--- src/rtl/supply_guard_pkg.sv ---
// Shared types for the supply-loss write guard.
// Assumes: codes are visible at the status and mode ports, so their values are fixed.
package supply_guard_pkg;

    typedef enum logic [2:0] {
        SG_NORMAL = 3'd0,
        SG_PEND   = 3'd1,
        SG_PROT   = 3'd2,
        SG_BATT   = 3'd3,
        SG_RECOV  = 3'd4
    } sg_state_e;

    typedef enum logic [1:0] {
        MD_DESEL = 2'd0,
        MD_READ  = 2'd1,
        MD_HIZ   = 2'd2,
        MD_WRITE = 2'd3
    } sg_mode_e;

endpackage

--- src/rtl/sg_level_filter.sv ---
// Synchronizes one asynchronous supply flag and debounces it.
// The filtered value flips only after the synchronized input has disagreed
// with it for DEB_CYC consecutive cycles.
// Assumes: DEB_CYC >= 1; reset value RST_VAL reflects a healthy supply.
module sg_level_filter #(
    parameter int   DEB_CYC = 3,
    parameter logic RST_VAL = 1'b1
) (
    input  logic clk,
    input  logic rst_n,
    input  logic raw_i,
    output logic lvl_o
);
    localparam int CW = (DEB_CYC < 2) ? 1 : $clog2(DEB_CYC + 1);

    logic [1:0]    sync_q;
    logic [CW-1:0] cnt_q;
    logic          lvl_q;
    logic          s2;

    assign s2    = sync_q[1];
    assign lvl_o = lvl_q;

    // Two-flop synchronizer for the asynchronous flag.
    always_ff @(posedge clk) begin
        if (!rst_n) sync_q <= {2{RST_VAL}};
        else        sync_q <= {sync_q[0], raw_i};
    end

    // Debounce: count consecutive disagreement, flip at DEB_CYC.
    always_ff @(posedge clk) begin
        if (!rst_n) begin
            lvl_q <= RST_VAL;
            cnt_q <= '0;
        end else if (s2 == lvl_q) begin
            cnt_q <= '0;
        end else if (cnt_q == CW'(DEB_CYC - 1)) begin
            lvl_q <= s2;
            cnt_q <= '0;
        end else begin
            cnt_q <= cnt_q + 1'b1;
        end
    end

    // a change of the filtered level must agree with the synchronized input.
    p_flip_needs_agree_r5: assert property (@(posedge clk) disable iff (!rst_n)
        (lvl_q != $past(lvl_q)) |-> ($past(s2) == lvl_q));

endmodule

--- src/rtl/sg_power_fsm.sv ---
// Supply supervisor state machine.
// Tracks normal, protect-pending, protected, battery and recovery states and
// times the protect deadline (slow and fast fall) and the recovery hold-off.
// Assumes: inputs are already filtered; FAST_CYC < WP_CYC; all counts >= 1.
module sg_power_fsm
    import supply_guard_pkg::*;
#(
    parameter int WP_CYC    = 6250,
    parameter int FAST_CYC  = 5000,
    parameter int RECOV_CYC = 5000000
) (
    input  logic      clk,
    input  logic      rst_n,
    input  logic      hi_i,
    input  logic      lo_i,
    input  logic      bat_i,
    output sg_state_e state_o,
    output logic      wprot_o,
    output logic      bat_sel_o
);
    localparam int TMAX = (RECOV_CYC > WP_CYC) ? RECOV_CYC : WP_CYC;
    localparam int CW   = $clog2(TMAX + 1);

    sg_state_e     state_q, state_d;
    logic [CW-1:0] tcnt_q, tcnt_d;
    logic [CW-1:0] fcnt_q, fcnt_d;

    // Next-state and timer logic.
    always_comb begin
        state_d = state_q;
        tcnt_d  = tcnt_q;
        fcnt_d  = fcnt_q;
        case (state_q)
            SG_NORMAL: begin
                if (!hi_i) begin
                    state_d = SG_PEND;
                    tcnt_d  = '0;
                    fcnt_d  = '0;
                end
            end
            SG_PEND: begin
                if (!bat_i) begin
                    state_d = SG_BATT;
                end else if (hi_i) begin
                    state_d = SG_NORMAL;
                end else if (tcnt_q == CW'(WP_CYC - 1) ||
                             (!lo_i && fcnt_q == CW'(FAST_CYC - 1))) begin
                    state_d = SG_PROT;
                end else begin
                    tcnt_d = tcnt_q + 1'b1;
                    if (!lo_i) fcnt_d = fcnt_q + 1'b1;
                end
            end
            SG_PROT: begin
                if (!bat_i) begin
                    state_d = SG_BATT;
                end else if (hi_i) begin
                    state_d = SG_RECOV;
                    tcnt_d  = '0;
                end
            end
            SG_BATT: begin
                if (bat_i) state_d = SG_PROT;
            end
            SG_RECOV: begin
                if (!bat_i)                              state_d = SG_BATT;
                else if (!hi_i)                          state_d = SG_PROT;
                else if (tcnt_q == CW'(RECOV_CYC - 1))   state_d = SG_NORMAL;
                else                                     tcnt_d  = tcnt_q + 1'b1;
            end
            default: state_d = SG_PROT;
        endcase
    end

    // State and timer registers.
    always_ff @(posedge clk) begin
        if (!rst_n) begin
            state_q <= SG_NORMAL;
            tcnt_q  <= '0;
            fcnt_q  <= '0;
        end else begin
            state_q <= state_d;
            tcnt_q  <= tcnt_d;
            fcnt_q  <= fcnt_d;
        end
    end

    assign state_o   = state_q;
    assign wprot_o   = (state_q == SG_PROT) || (state_q == SG_BATT) || (state_q == SG_RECOV);
    assign bat_sel_o = (state_q == SG_BATT);

    // normal state can only stay or move to pending.
    p_pend_from_normal_r6: assert property (@(posedge clk) disable iff (!rst_n)
        (state_q == SG_NORMAL) |=> (state_q == SG_NORMAL || state_q == SG_PEND));

    // pending reaches protection at the slow-fall deadline.
    p_prot_at_deadline_r6: assert property (@(posedge clk) disable iff (!rst_n)
        (state_q == SG_PEND && bat_i && !hi_i && tcnt_q == CW'(WP_CYC - 1))
        |=> (state_q == SG_PROT));

    // loss of the switchover flag outside normal selects the battery.
    p_bat_on_loss_r10: assert property (@(posedge clk) disable iff (!rst_n)
        (!bat_i && state_q != SG_NORMAL) |=> bat_sel_o);

    // recovery ends after its full count.
    p_recov_exit_r11: assert property (@(posedge clk) disable iff (!rst_n)
        (state_q == SG_RECOV && hi_i && bat_i && tcnt_q == CW'(RECOV_CYC - 1))
        |=> (state_q == SG_NORMAL));

    // a new sag during recovery falls back to protected.
    p_recov_abort_r13: assert property (@(posedge clk) disable iff (!rst_n)
        (state_q == SG_RECOV && bat_i && !hi_i) |=> (state_q == SG_PROT));

endmodule

--- src/rtl/sg_bus_gate.sv ---
// Decodes the host strobes into an access mode and gates the array strobes.
// Under write-protect every access collapses to deselect.
// Assumes: combinational path from host pins to array pins; clk/rst_n serve checks only.
module sg_bus_gate
    import supply_guard_pkg::*;
(
    input  logic     clk,
    input  logic     rst_n,
    input  logic     host_e_n_i,
    input  logic     host_g_n_i,
    input  logic     host_w_n_i,
    input  logic     wprot_i,
    output logic     arr_ce_n_o,
    output logic     arr_oe_n_o,
    output logic     arr_we_n_o,
    output logic     dq_oe_o,
    output sg_mode_e mode_o
);
    sg_mode_e raw_mode;
    sg_mode_e eff_mode;

    // Host strobe decode; write wins over read when W is low.
    always_comb begin
        if (host_e_n_i)      raw_mode = MD_DESEL;
        else if (!host_w_n_i) raw_mode = MD_WRITE;
        else if (!host_g_n_i) raw_mode = MD_READ;
        else                  raw_mode = MD_HIZ;
    end

    // Protection override and array strobe generation.
    always_comb begin
        eff_mode   = wprot_i ? MD_DESEL : raw_mode;
        arr_ce_n_o = (eff_mode == MD_DESEL);
        arr_we_n_o = (eff_mode != MD_WRITE);
        arr_oe_n_o = (eff_mode != MD_READ);
        dq_oe_o    = (eff_mode == MD_READ);
    end

    assign mode_o = eff_mode;

    // protection blocks every array access.
    p_prot_blocks_we_r8: assert property (@(posedge clk) disable iff (!rst_n)
        wprot_i |-> (arr_we_n_o && arr_ce_n_o && arr_oe_n_o && !dq_oe_o));

    // the array write strobe needs both host E and W low.
    p_we_window_r4: assert property (@(posedge clk) disable iff (!rst_n)
        !arr_we_n_o |-> (!host_e_n_i && !host_w_n_i));

    // data is never driven while host W is low.
    p_no_drive_write_r3: assert property (@(posedge clk) disable iff (!rst_n)
        dq_oe_o |-> host_w_n_i);

endmodule

--- src/rtl/supply_guard.sv ---
// Top of the supply-loss write guard: filters the three supply flags,
// runs the supervisor and gates the host strobes toward the array.
// Assumes: level flags are asynchronous and active high (supply above level).
module supply_guard
    import supply_guard_pkg::*;
#(
    parameter int DEB_CYC   = 3,
    parameter int WP_CYC    = 6250,
    parameter int FAST_CYC  = 5000,
    parameter int RECOV_CYC = 5000000
) (
    input  logic       clk,
    input  logic       rst_n,
    input  logic       lvl_hi_i,
    input  logic       lvl_lo_i,
    input  logic       lvl_bat_i,
    input  logic       host_e_n_i,
    input  logic       host_g_n_i,
    input  logic       host_w_n_i,
    output logic       arr_ce_n_o,
    output logic       arr_oe_n_o,
    output logic       arr_we_n_o,
    output logic       dq_oe_o,
    output logic [1:0] mode_o,
    output logic       wprot_o,
    output logic       bat_sel_o,
    output logic [2:0] state_o
);
    localparam int NLVL = 3;

    logic [NLVL-1:0] raw_lvl;
    logic [NLVL-1:0] flt_lvl;
    sg_state_e       state;
    sg_mode_e        mode;
    logic            wprot;

    assign raw_lvl = {lvl_bat_i, lvl_lo_i, lvl_hi_i};

    // One filter per supply flag.
    for (genvar gi = 0; gi < NLVL; gi++) begin : g_flt
        sg_level_filter #(
            .DEB_CYC (DEB_CYC),
            .RST_VAL (1'b1)
        ) u_flt (
            .clk   (clk),
            .rst_n (rst_n),
            .raw_i (raw_lvl[gi]),
            .lvl_o (flt_lvl[gi])
        );
    end

    sg_power_fsm #(
        .WP_CYC    (WP_CYC),
        .FAST_CYC  (FAST_CYC),
        .RECOV_CYC (RECOV_CYC)
    ) u_fsm (
        .clk       (clk),
        .rst_n     (rst_n),
        .hi_i      (flt_lvl[0]),
        .lo_i      (flt_lvl[1]),
        .bat_i     (flt_lvl[2]),
        .state_o   (state),
        .wprot_o   (wprot),
        .bat_sel_o (bat_sel_o)
    );

    sg_bus_gate u_gate (
        .clk        (clk),
        .rst_n      (rst_n),
        .host_e_n_i (host_e_n_i),
        .host_g_n_i (host_g_n_i),
        .host_w_n_i (host_w_n_i),
        .wprot_i    (wprot),
        .arr_ce_n_o (arr_ce_n_o),
        .arr_oe_n_o (arr_oe_n_o),
        .arr_we_n_o (arr_we_n_o),
        .dq_oe_o    (dq_oe_o),
        .mode_o     (mode)
    );

    assign wprot_o = wprot;
    assign state_o = state;
    assign mode_o  = mode;

endmodule

--- config.mk ---
export PLATFORM = sky130hd
export DESIGN_NAME = supply_guard
export DESIGN_NICKNAME = d
export VERILOG_FILES = /design/src/rtl/supply_guard_pkg.sv /design/src/rtl/sg_level_filter.sv /design/src/rtl/sg_power_fsm.sv /design/src/rtl/sg_bus_gate.sv /design/src/rtl/supply_guard.sv
export SDC_FILE = /design/constraint.sdc
export NUM_CORES = 1
export LEC_CHECK = 0
export ABC_AREA = 1
export BUFFER_PORTS_ARGS = -buffer_cell sky130_fd_sc_hd__buf_2
export CAP_MARGIN = 20
export CORE_MARGIN = 5
export CORE_UTILIZATION = 40
export CTS_CLUSTER_DIAMETER = 60
export DETAILED_ROUTE_END_ITERATION = 6
export REMOVE_ABC_BUFFERS = 1
export SLEW_MARGIN = 40
export SYNTH_ARGS = -nofsm -noshare
export SYNTH_HDL_FRONTEND = slang
export SYNTH_SLANG_ARGS = --single-unit
export TNS_END_PERCENT = 50
--- constraint.sdc ---
create_clock -name clk -period 3.5 [get_ports clk]
set_input_delay 0.35 -clock clk [delete_from_list [all_inputs] [get_ports clk]]
set_output_delay 0.35 -clock clk [all_outputs]
set_load 0.03 [all_outputs]
After elaboration in Yosys (flattened, before gate mapping)
Index checks and enable logic that the tools add are counted.
{"block": "word_totals", "in_bits": 8, "reg_bits": 64}
{"block": "classes", "n_bitwise": 4, "addsub": 5, "eq_ne": 30, "reduce_logical": 18, "muxes": 30}
{"operator": "2-to-1 mux 23 bit", "n": 13}
{"operator": "case mux 23 bit (4 select lines)", "n": 1}
{"operator": "adder 23 x 1 -> 23 bit (second input constant)", "n": 2}
{"operator": "equality test 23 x 13 -> 1 bit (second input constant)", "n": 2}
{"operator": "case mux 23 bit (2 select lines)", "n": 1}
{"operator": "2-to-1 mux 3 bit", "n": 10}
{"operator": "equality test 23 bit (second input constant)", "n": 1}
{"operator": "!= test 2 bit (second input constant)", "n": 11}
{"operator": "case mux 3 bit (5 select lines)", "n": 1}
{"operator": "AND reduction 10 bit", "n": 1}
{"operator": "OR reduction 3 bit", "n": 3}
{"operator": "2-to-1 mux 2 bit", "n": 4}
{"operator": "!= test 4 x 3 -> 1 bit (second input constant)", "n": 2}
{"operator": "adder 2 x 1 -> 2 bit (second input constant)", "n": 3}
{"operator": "equality test 2 bit (second input constant)", "n": 3}
{"operator": "equality test 3 x 2 -> 1 bit (second input constant)", "n": 2}
{"operator": "AND reduction 2 bit", "n": 3}
{"operator": "AND reduction 6 bit", "n": 1}
{"operator": "AND reduction 5 bit", "n": 1}
{"operator": "!= test 2 x 1 -> 1 bit (second input constant)", "n": 2}
{"operator": "inverter 1 bit", "n": 4}
{"operator": "nonzero test 4 bit", "n": 1}
{"operator": "equality test 1 bit", "n": 3}
{"operator": "equality test 3 x 1 -> 1 bit (second input constant)", "n": 1}
{"operator": "9 further kinds", "n": 11}

Logic depth before layout (Yosys ltp)
Gate-level depths: netlist of the first run.
{"block": "logic_depth", "ltp_word": 7, "mapped_depth": 14, "depth_no_buf": 14}

Hierarchy
A second synthesis of the first run with hierarchy kept.
{"block": "unflattened", "cells_unflattened": 735, "hier_area_um2": 4377.9}
{"module": "sg_power_fsm", "seq_area_each_um2": 980.9, "cells_each": 660, "instances": 1, "area_each_um2": 3769.9}
{"module": "sg_level_filter", "seq_area_each_um2": 100.1, "cells_each": 20, "instances": 3, "area_each_um2": 181.4}
{"module": "sg_bus_gate", "seq_area_each_um2": 0.0, "cells_each": 15, "instances": 1, "area_each_um2": 63.8}

Least setup slack after synthesis of the first run
No wires, ideal clock.
{"block": "synth_path", "path_type": "register to output", "start": "register u_fsm.state_q[0] (netlist: u_fsm.state_o[0])", "end": "output arr_oe_n_o", "path_stages_with_launch": 9, "t_arrival_ns": 2.559, "path_slack_ns": 0.591, "path_buffers": 1, "cell_sequence": "dfxtp_1 > buf_2 > nor3_1 > inv_1 > nand2_1 > nor2_1 > inv_1 > nor3_1 > inv_1"}
{"block": "synth_between", "elab_chain_len": 5}
{"item": "start, declared", "line": "sg_power_fsm.sv:24", "rtl": "sg_state_e state_q, state_d;"}
{"item": "start signal, assigned", "line": "sg_power_fsm.sv:82", "rtl": "state_q <= state_d;"}
{"item": "equality test 3 x 2 -> 1 bit", "line": "sg_power_fsm.sv:89", "rtl": "assign wprot_o = (state_q == SG_PROT) || (state_q == SG_BATT) || (state_q == SG_RECOV);"}
{"item": "logical OR 1 bit", "line": "sg_power_fsm.sv:89"}
{"item": "logical OR 1 bit *", "line": "sg_power_fsm.sv:89"}
{"item": "via wprot_o", "line": "supply_guard.sv:25", "rtl": "output logic wprot_o,"}
{"item": "2-to-1 mux 2 bit *", "line": "sg_bus_gate.sv:32", "rtl": "eff_mode = wprot_i ? MD_DESEL : raw_mode;"}
{"item": "!= test 2 x 1 -> 1 bit *", "line": "sg_bus_gate.sv:35", "rtl": "arr_oe_n_o = (eff_mode != MD_READ);"}
{"item": "end, declared", "line": "supply_guard.sv:21", "rtl": "output logic arr_oe_n_o,"}
Mark *: on every way through the listed nets, which the timed path passes. The rest lies on a longest branch.

Final worst setup path of the first run
{"block": "layout_path", "start": "register u_fsm.fcnt_q[0]", "end": "register u_fsm.fcnt_q[20]"}
{"block": "layout_between", "elab_chain_len": 6}
{"item": "start, declared", "line": "sg_power_fsm.sv:26", "rtl": "logic [CW-1:0] fcnt_q, fcnt_d;"}
{"item": "start signal, assigned", "line": "sg_power_fsm.sv:84", "rtl": "fcnt_q <= fcnt_d;"}
{"item": "adder 23 x 1 -> 23 bit", "line": "sg_power_fsm.sv:51", "rtl": "if (!lo_i) fcnt_d = fcnt_q + 1'b1;"}
{"item": "2-to-1 mux 23 bit", "line": "sg_power_fsm.sv:51"}
{"item": "2-to-1 mux 23 bit", "line": "sg_power_fsm.sv:46", "rtl": "end else if (tcnt_q == CW'(WP_CYC - 1) ||"}
{"item": "2-to-1 mux 23 bit", "line": "sg_power_fsm.sv:44", "rtl": "end else if (hi_i) begin"}
{"item": "2-to-1 mux 23 bit", "line": "sg_power_fsm.sv:42", "rtl": "if (!bat_i) begin"}
{"item": "case mux 23 bit (2 select lines)", "line": "sg_power_fsm.sv:33", "rtl": "case (state_q)"}
Several ways; a longest one is shown, not always the timed one. The select of a mux whose other input is x is not followed.
A chain may end at the register's enable or synchronous reset.

==> results of run 1 <==
per-layer routing:
| metal | up-vias | global-route usage [%] |
|---|---|---|
| met5 | - | 0 |
| met4 | 0 | 5.21 |
| met3 | 26 | 4.08 |
| met2 | 83 | 30.6 |
| met1 | 1931 | 22.1 |
| li1 | 2208 | - |
how the worst max path moves through the flow:
stage,from,to,slack [ns]
3_5_place_dp,u_fsm.fcnt_q[0]$_SDFFE_PN0P_,u_fsm.fcnt_q[15]$_SDFFE_PN0P_,1.05
3_3_place_gp,u_fsm.fcnt_q[0]$_SDFFE_PN0P_,u_fsm.fcnt_q[21]$_SDFFE_PN0P_,1.15
2_1_floorplan,u_fsm.state_o[0]$_SDFFE_PN0P_,arr_oe_n_o,0.64
4_1_cts,u_fsm.fcnt_q[0]$_SDFFE_PN0P_,u_fsm.fcnt_q[15]$_SDFFE_PN0P_,1.01
6_report,u_fsm.fcnt_q[0]$_SDFFE_PN0P_,u_fsm.fcnt_q[20]$_SDFFE_PN0P_,1.05
5_1_grt,u_fsm.fcnt_q[0]$_SDFFE_PN0P_,u_fsm.fcnt_q[20]$_SDFFE_PN0P_,0.65
Yosys cell counts, drive strengths merged:
master / number
ha: 6
xnor2: 3
or2: 8
nor3: 14
clkbuf: 7
and2: 3
nand3: 49
o21ai: 23
o211ai: 3
buf: 11
nand2: 194
nand4: 7
a21oi: 48
nand3b: 2
xor2: 12
nor3b: 2
dfxtp: 64
a211oi: 2
inv: 71
nor2: 163
state kept, by name (all words and copies together), names as in the netlist:
register            cells
g_flt.u_flt.cnt_q       6
g_flt.u_flt.lvl_o       3
g_flt.u_flt.sync_q      6
u_fsm.fcnt_q           23
u_fsm.state_o           3
u_fsm.tcnt_q           23
logic make-up (layout without fill, tap and decap cells):
family,count (synthesis),after routing,synth area share (%)
buffers and inverters,89,109,8.99
XOR/XNOR,15,15,3.16
flip-flops,64,64,30.8
AO/OA/AOI/OAI,76,76,10.9
adder cells (fa/ha/maj),6,6,1.80
AND/OR/NAND/NOR,442,442,44.4
report_power, final:
part | internal [µW] | switching (µW) | leakage, µW | total, µW
Clock | 424 | 315 | 0.000117 | 740
Combinational | 328 | 876 | 0.00106 | 1200
Sequential | 823 | 124 | 0.000520 | 947
critical path, delay by kind of cell, from the launching register on:
kind,cells,cell delay (ns)
adders and majority gates,1,0.28
buffers and inverters,2,0.27
and+or+nand+nor,9,1.38
DFF,1,0.41
per-stage QoR:
stage,util (%),instance area [µm²]
2_1_floorplan,-,4060
3_3_place_gp,42.5,4350
3_5_place_dp,42.5,4350
4_1_cts,44.7,4580
5_1_grt,44.8,4580
6_report,44.8,4580
area by class of cell:
cell class | count | share of cell area (%)
sequential | 64 | 28.0
clock buffer | 10 | 3.00
clock inverter | 6 | 1.99
multi-input combinational | 539 | 54.8
inverter | 71 | 5.87
tap | 136 | 3.71
timing repair buffer | 22 | 2.62
==> flow_metrics.py, run 1 <==
metrics = {
    "logic_synthesis": {
        "yosysSeqAreaShare_pct": 30.8,
        "synth_cell_types": 31,
        "yosys_warnings": 0,
        "synth_top_area_share_pct": 30.8,
        "mappedNetlistArea_mm2": 0.00416,
        "synth-seq-cells": 64,
        "synth_area_leader_cell": "dfxtp_1",
        "syn_avg_cell_area_um2": 6.01,
        "postSynthCellCount": 692,
        "synth.area.top_cells": "dfxtp_1 (31%), nand2_1 (17%), nor2_1 (15%), inv_1 (6.0%), nand3_1 (5.8%)",
    },
    "clock_tree": {
        "cts_tree": "done",
        "cts_buffers": 9,
        "path_clk_slew_ns": 0.08,
        "numClockSinks": 64,
        "clk_latency_ns": 0.35,
        "clockBufferDepth": 2,
        "ctsResizeCount": 0,
        "htree_num_levels": 3,
        "hold_buffers": 0,
        "cts_setup_buffers": 0,
        "root_buffer": "clkbuf_8",
    },
    "place": {
        "pre_cts_ws_ns": 1.05,
        "numPortBuffers": 18,
        "place_inst": 832,
        "gp_congestion": 0.972,
        "hpwl_mm": 7.83,
    },
    "critical_path": {
        "cpMostUsedCell": "nand2_1",
        "r2r-start": "u_fsm.fcnt_q[0]$_SDFFE_PN0P_",
        "path_cells": "ha_1 -> nand2_1 -> inv_1 -> nand2_1 -> nor2_1 -> nand3_1 -> nand3_1 -> nand2_1 -> nand2_1 -> inv_2 -> nor2_1 -> nor2_1",
        "reg2regPathDepth": 12,
        "cp-end-kind": "flip-flop",
        "r2r-end": "u_fsm.fcnt_q[20]$_SDFFE_PN0P_",
        "critPathSlowestCell": "nand2_1",
        "cp_max_fo": 14,
        "arrival_ns": 2.69,
        "r2r_slack_ns": 1.05,
        "worstSetupPathType": "reg2reg",
        "crit_path_max_incr_delay_ns": 0.42,
        "critPathLaunchType": "flip-flop",
        "crit_required_ns": 3.74,
    },
    "layout": {
        "seq_area_mm2": 0.00128,
        "mostFrequentLayoutCells": "nand2_1 (185), nor2_1 (162), inv_1 (66)",
        "finalNonFillerCells": 848,
        "layout.nets": 721,
        "synthToLayoutAreaGrowth_pct": 10.1,
        "fillers": 1129,
        "multi_input_area_mm2": 0.00251,
        "final_common_cell": "nand2_1",
        "diodes": 0,
        "drive_gt1_share_pct": 11.0,
    },
    "timing": {
        "worst_slew_pin_slew_ns": 0.643,
        "clock.fmax_mhz": 408,
        "finalSetupViolations": 0,
        "hold_viol": 0,
        "slew_viol_final": 0,
        "clock_skew_ns": 0.0100,
        "slew_headroom_pct": 57.1,
        "rsz0062_at_grt": "false",
        "hold_ws_ns": 0.184,
        "finalWorstSetupSlack_ns": 1.05,
        "fin_crit_sh_pct": 70.0,
        "fin_crit_ns": 2.45,
        "tns_ns": 0,
    },
    "drt": {
        "drc": 0,
        "wl_met2_mm": 5.06,
        "wirelength_met1_mm": 4.85,
        "drt-initial-drc-count": 247,
        "route.met3.wl_um": 435,
        "firstDrtPassIters": 5,
        "drt-vias-per-instance": 5.01,
        "wl_per_cell_um": 12.5,
        "vias": 4248,
        "drt-total-wl_mm": 10.6,
        "ant_nets": 0,
        "routed.top_layer": "met4",
    },
    "global_route": {
        "gr-usage-all-layers_pct": 17.8,
        "grt_pass1_wl_mm": 18.5,
        "grt-ovfl-total": 0,
        "grt_max_degree": 25,
        "antenna_found_initial": 0,
        "grt_pass1_vias": 4017,
    },
    "power_and_ir_drop": {
        "power_leakage_uw": 0.00170,
        "ir_worst_vdd_v": 0.000268,
        "powerDensity_mw_per_mm2": 631,
        "power_uw": 2890,
    },
    "floorplanning": {
        "die_x_um": 112,
        "initial_utilization_pct": 40.7,
        "io_pins": 19,
        "core_area_mm2": 0.0102,
        "die_area_mm2": 0.0125,
        "fp.dieH_um": 112,
        "rows": 37,
    },
    "hold_path": {
        "hp-class": "in2reg",
        "min_to": "g_flt[2].u_flt.sync_q[0]$_SDFF_PN1_",
        "whs_path_depth": 2,
        "min_from": "lvl_bat_i",
    },
    "run": {
        "timing.max_cap.violations": 0,
    },
    "status": {
        "run_status": "finished clean",
    },
}
Power figures use the tool's default switching activity.
==> inputs of run 2 (changes only) <==
Settings changed: ABC_AREA 1 to 0.
Clock period 3.5 ns to 2.36 ns, I/O delays scaled along.
==> flow_metrics.py, run 2 <==
metrics = {
    "global_route": {
        "grt_max_degree": 35,
        "gr-usage-all-layers_pct": 16.8,
        "antenna_found_initial": 0,
        "grt_pass1_wl_mm": 15.3,
        "grt-ovfl-total": 0,
        "grt_pass1_vias": 3152,
    },
    "critical_path": {
        "r2r-start": "u_fsm.tcnt_q[0]$_SDFFE_PN0P_",
        "cp-startpoint": "u_fsm.tcnt_q[0]$_SDFFE_PN0P_",
        "arrival_ns": 2.48,
        "critPathSlowestCell": "or4_4",
        "crit_family": "simple AND/OR/NAND/NOR gates",
        "critPathLaunchType": "flip-flop",
        "critPathBufInv": 1,
        "crit_required_ns": 2.60,
        "worstSetupPathType": "reg2reg",
        "cp_max_fo": 34,
        "cp-end-kind": "flip-flop",
        "r2r_slack_ns": 0.12,
        "crit_path_max_incr_delay_ns": 0.58,
        "path_cells": "ha_2 -> nand4_1 -> or4_4 -> nor3_4 -> or2_1 -> buf_12 -> nor4_1 -> a31o_1",
    },
    "timing": {
        "fin_crit_ns": 2.24,
        "hold_viol": 0,
        "worst_slew_pin_slew_ns": 0.469,
        "finalSetupViolations": 0,
        "tns_ns": 0,
        "clock_skew_ns": 0.00933,
        "slew_headroom_pct": 68.7,
        "slew_viol_final": 0,
        "rsz0062_at_grt": "false",
        "clock.fmax_mhz": 447,
        "fin_crit_sh_pct": 94.8,
        "finalWorstSetupSlack_ns": 0.122,
    },
    "logic_synthesis": {
        "synthSimpleGateAreaFrac_pct": 32.0,
        "synth_async_sr_flop_share_pct": 0,
        "synth.area.top_cells": "dfxtp_1 (36%), o21ai_0 (4.8%), o31ai_1 (4.7%), a21oi_1 (4.3%), nand2_1 (4.1%)",
        "synthMuxAreaShare_pct": 1.14,
        "yosysSeqAreaShare_pct": 36.5,
        "synth_cell_types": 56,
        "synth_edf_count": 0,
        "synth_common_cells": "dfxtp_1 (64), nand2_1 (38), o21ai_0 (34)",
        "yosysMostFrequentCell": "dfxtp_1",
        "synth_compound_area_share_pct": 21.6,
        "synth_top_family_by_area": "simple AND/OR/NAND/NOR gates",
        "synthAdderAreaFrac_pct": 2.42,
        "mappedNetlistArea_mm2": 0.00351,
        "syn_avg_cell_area_um2": 8.17,
        "synth_area_leader_cell": "dfxtp_1",
        "synth_top_area_share_pct": 36.5,
        "synthXorXnorAreaFrac_pct": 0.998,
        "yosys_warnings": 0,
        "synth-seq-cells": 64,
        "synthFlopType": "dfxtp_1",
        "postSynthCellCount": 430,
    },
    "run": {
        "timing.max_cap.violations": 0,
    },
    "layout": {
        "fin_util_pct": 46.3,
        "multi_input_area_mm2": 0.00206,
        "layout.nets": 471,
        "final_common_cell": "dfxtp_1",
        "mostFrequentLayoutCells": "dfxtp_1 (60), nand2_1 (37), o21ai_0 (34)",
        "reg_top3": "u_fsm.fcnt_q x23, u_fsm.tcnt_q x23",
        "fillers": 875,
        "diodes": 0,
        "drive_gt1_share_pct": 16.5,
        "seq_area_mm2": 0.00129,
        "synthToLayoutAreaGrowth_pct": 13.9,
    },
    "drt": {
        "route.met3.wl_um": 396,
        "drt-initial-drc-count": 256,
        "wirelength_met1_mm": 4.26,
        "drt-vias-per-instance": 5.90,
        "firstDrtPassIters": 4,
        "drt-total-wl_mm": 8.73,
        "vias": 3363,
        "wl_per_cell_um": 15.3,
        "ant_nets": 0,
        "routed.top_layer": "met4",
        "wl_met2_mm": 3.97,
        "drc": 0,
    },
    "clock_tree": {
        "clockBufferDepth": 2,
        "path_clk_slew_ns": 0.07,
        "clk_latency_ns": 0.35,
        "htree_num_levels": 3,
        "root_buffer": "clkbuf_8",
        "numClockSinks": 64,
        "hold_buffers": 0,
        "cts_buffers": 9,
        "cts_tree": "done",
    },
    "place": {
        "numPortBuffers": 18,
        "gp_congestion": 0.821,
        "hpwl_mm": 6.07,
        "pre_cts_ws_ns": 0.0517,
    },
    "status": {
        "run_status": "finished clean",
    },
    "power_and_ir_drop": {
        "swShare_pct": 24.1,
        "power_uw": 2100,
        "powerDensity_mw_per_mm2": 525,
        "p_int_uw": 1590,
        "power_leakage_uw": 0.00136,
        "p_seq_share_pct": 51.8,
        "ir_worst_vdd_v": 0.000377,
        "p_comb_share_pct": 2.9,
        "p_sw_uw": 506,
        "p_clk_share_pct": 45.2,
    },
    "hold_path": {
        "hp-class": "in2reg",
        "min_from": "lvl_hi_i",
    },
    "floorplanning": {
        "io_pins": 19,
        "fp.dieH_um": 104,
        "core_area_mm2": 0.00864,
        "die_area_mm2": 0.0108,
        "initial_utilization_pct": 40.7,
        "rows": 34,
        "die_x_um": 104,
    },
}
[run 2: power groups by stage]
stage / clock (µW) / sequential [µW] / combinational [µW]
6_report: 949 / 1090 / 61.9
3_3_place_gp: 0 / 1110 / 61.6
4_1_cts: 977 / 1090 / 62.5
5_1_grt: 1040 / 1090 / 69.7
2_1_floorplan: 0 / 1110 / 34.3
3_5_place_dp: 0 / 1110 / 62.3
[run 2: what timing repair did]
item	4_1_cts	5_1_grt
resized for setup	0	8
buffers inserted	0	1
setup endpoints to repair	0	23
[run 2: cells by family (layout without fill, tap and decap cells)]
kind of cell    count (synthesis)  in the layout
compound gates                120            120
xor+xnor                        4              4
fa+ha+maj                       7              7
buf+inv                        34             66
flops                          64             64
mux                             4              4
simple gates                  197            197
[run 2: final timing paths]
path,to,depth (start not counted)
min reg2reg,g_flt[0].u_flt.sync_q[1]$_SDFF_PN1_,1
max,u_fsm.tcnt_q[0]$_SDFFE_PN0P_,8
min,g_flt[0].u_flt.sync_q[0]$_SDFF_PN1_,2
max reg2reg,u_fsm.tcnt_q[0]$_SDFFE_PN0P_,8
[run 2: area by class of cell]
cell class / count / share of cell area [%]
well taps: 108 / 3.38
flip-flops and latches: 64 / 32.2
multi-input cells: 332 / 51.5
repair buffers: 41 / 7.20
clock buffers: 9 / 3.10
inverters: 9 / 0.845
clock inverters: 7 / 1.78
[run 2: layer usage]
metal,vias up,GRT usage [%]
li1,1683,-
met1,1607,23.0
met2,67,25.7
met3,6,4.29
met4,0,5.27
met5,-,0
[run 2: stage by stage]
step / instance area (µm²) / cells / hold WS [ns]
final: 4000 / 570 / 0.0652
after global routing: 4000 / 570 / 0.0685
after CTS: 3970 / 569 / 0.0507
after detailed placement: 3770 / 553 / 0.394
after global placement: 3770 / 553 / 0.389
after floorplan: 3360 / 405 / 0.298
[run 2: worst reg2reg max path, stage by stage (launching register included)]
cell     delay (ns)
dfxtp_2        0.37
ha_2           0.23
nand4_1        0.12
or4_4          0.58
nor3_4         0.21
or2_1          0.17
buf_12         0.19
nor4_1         0.09
a31o_1         0.18
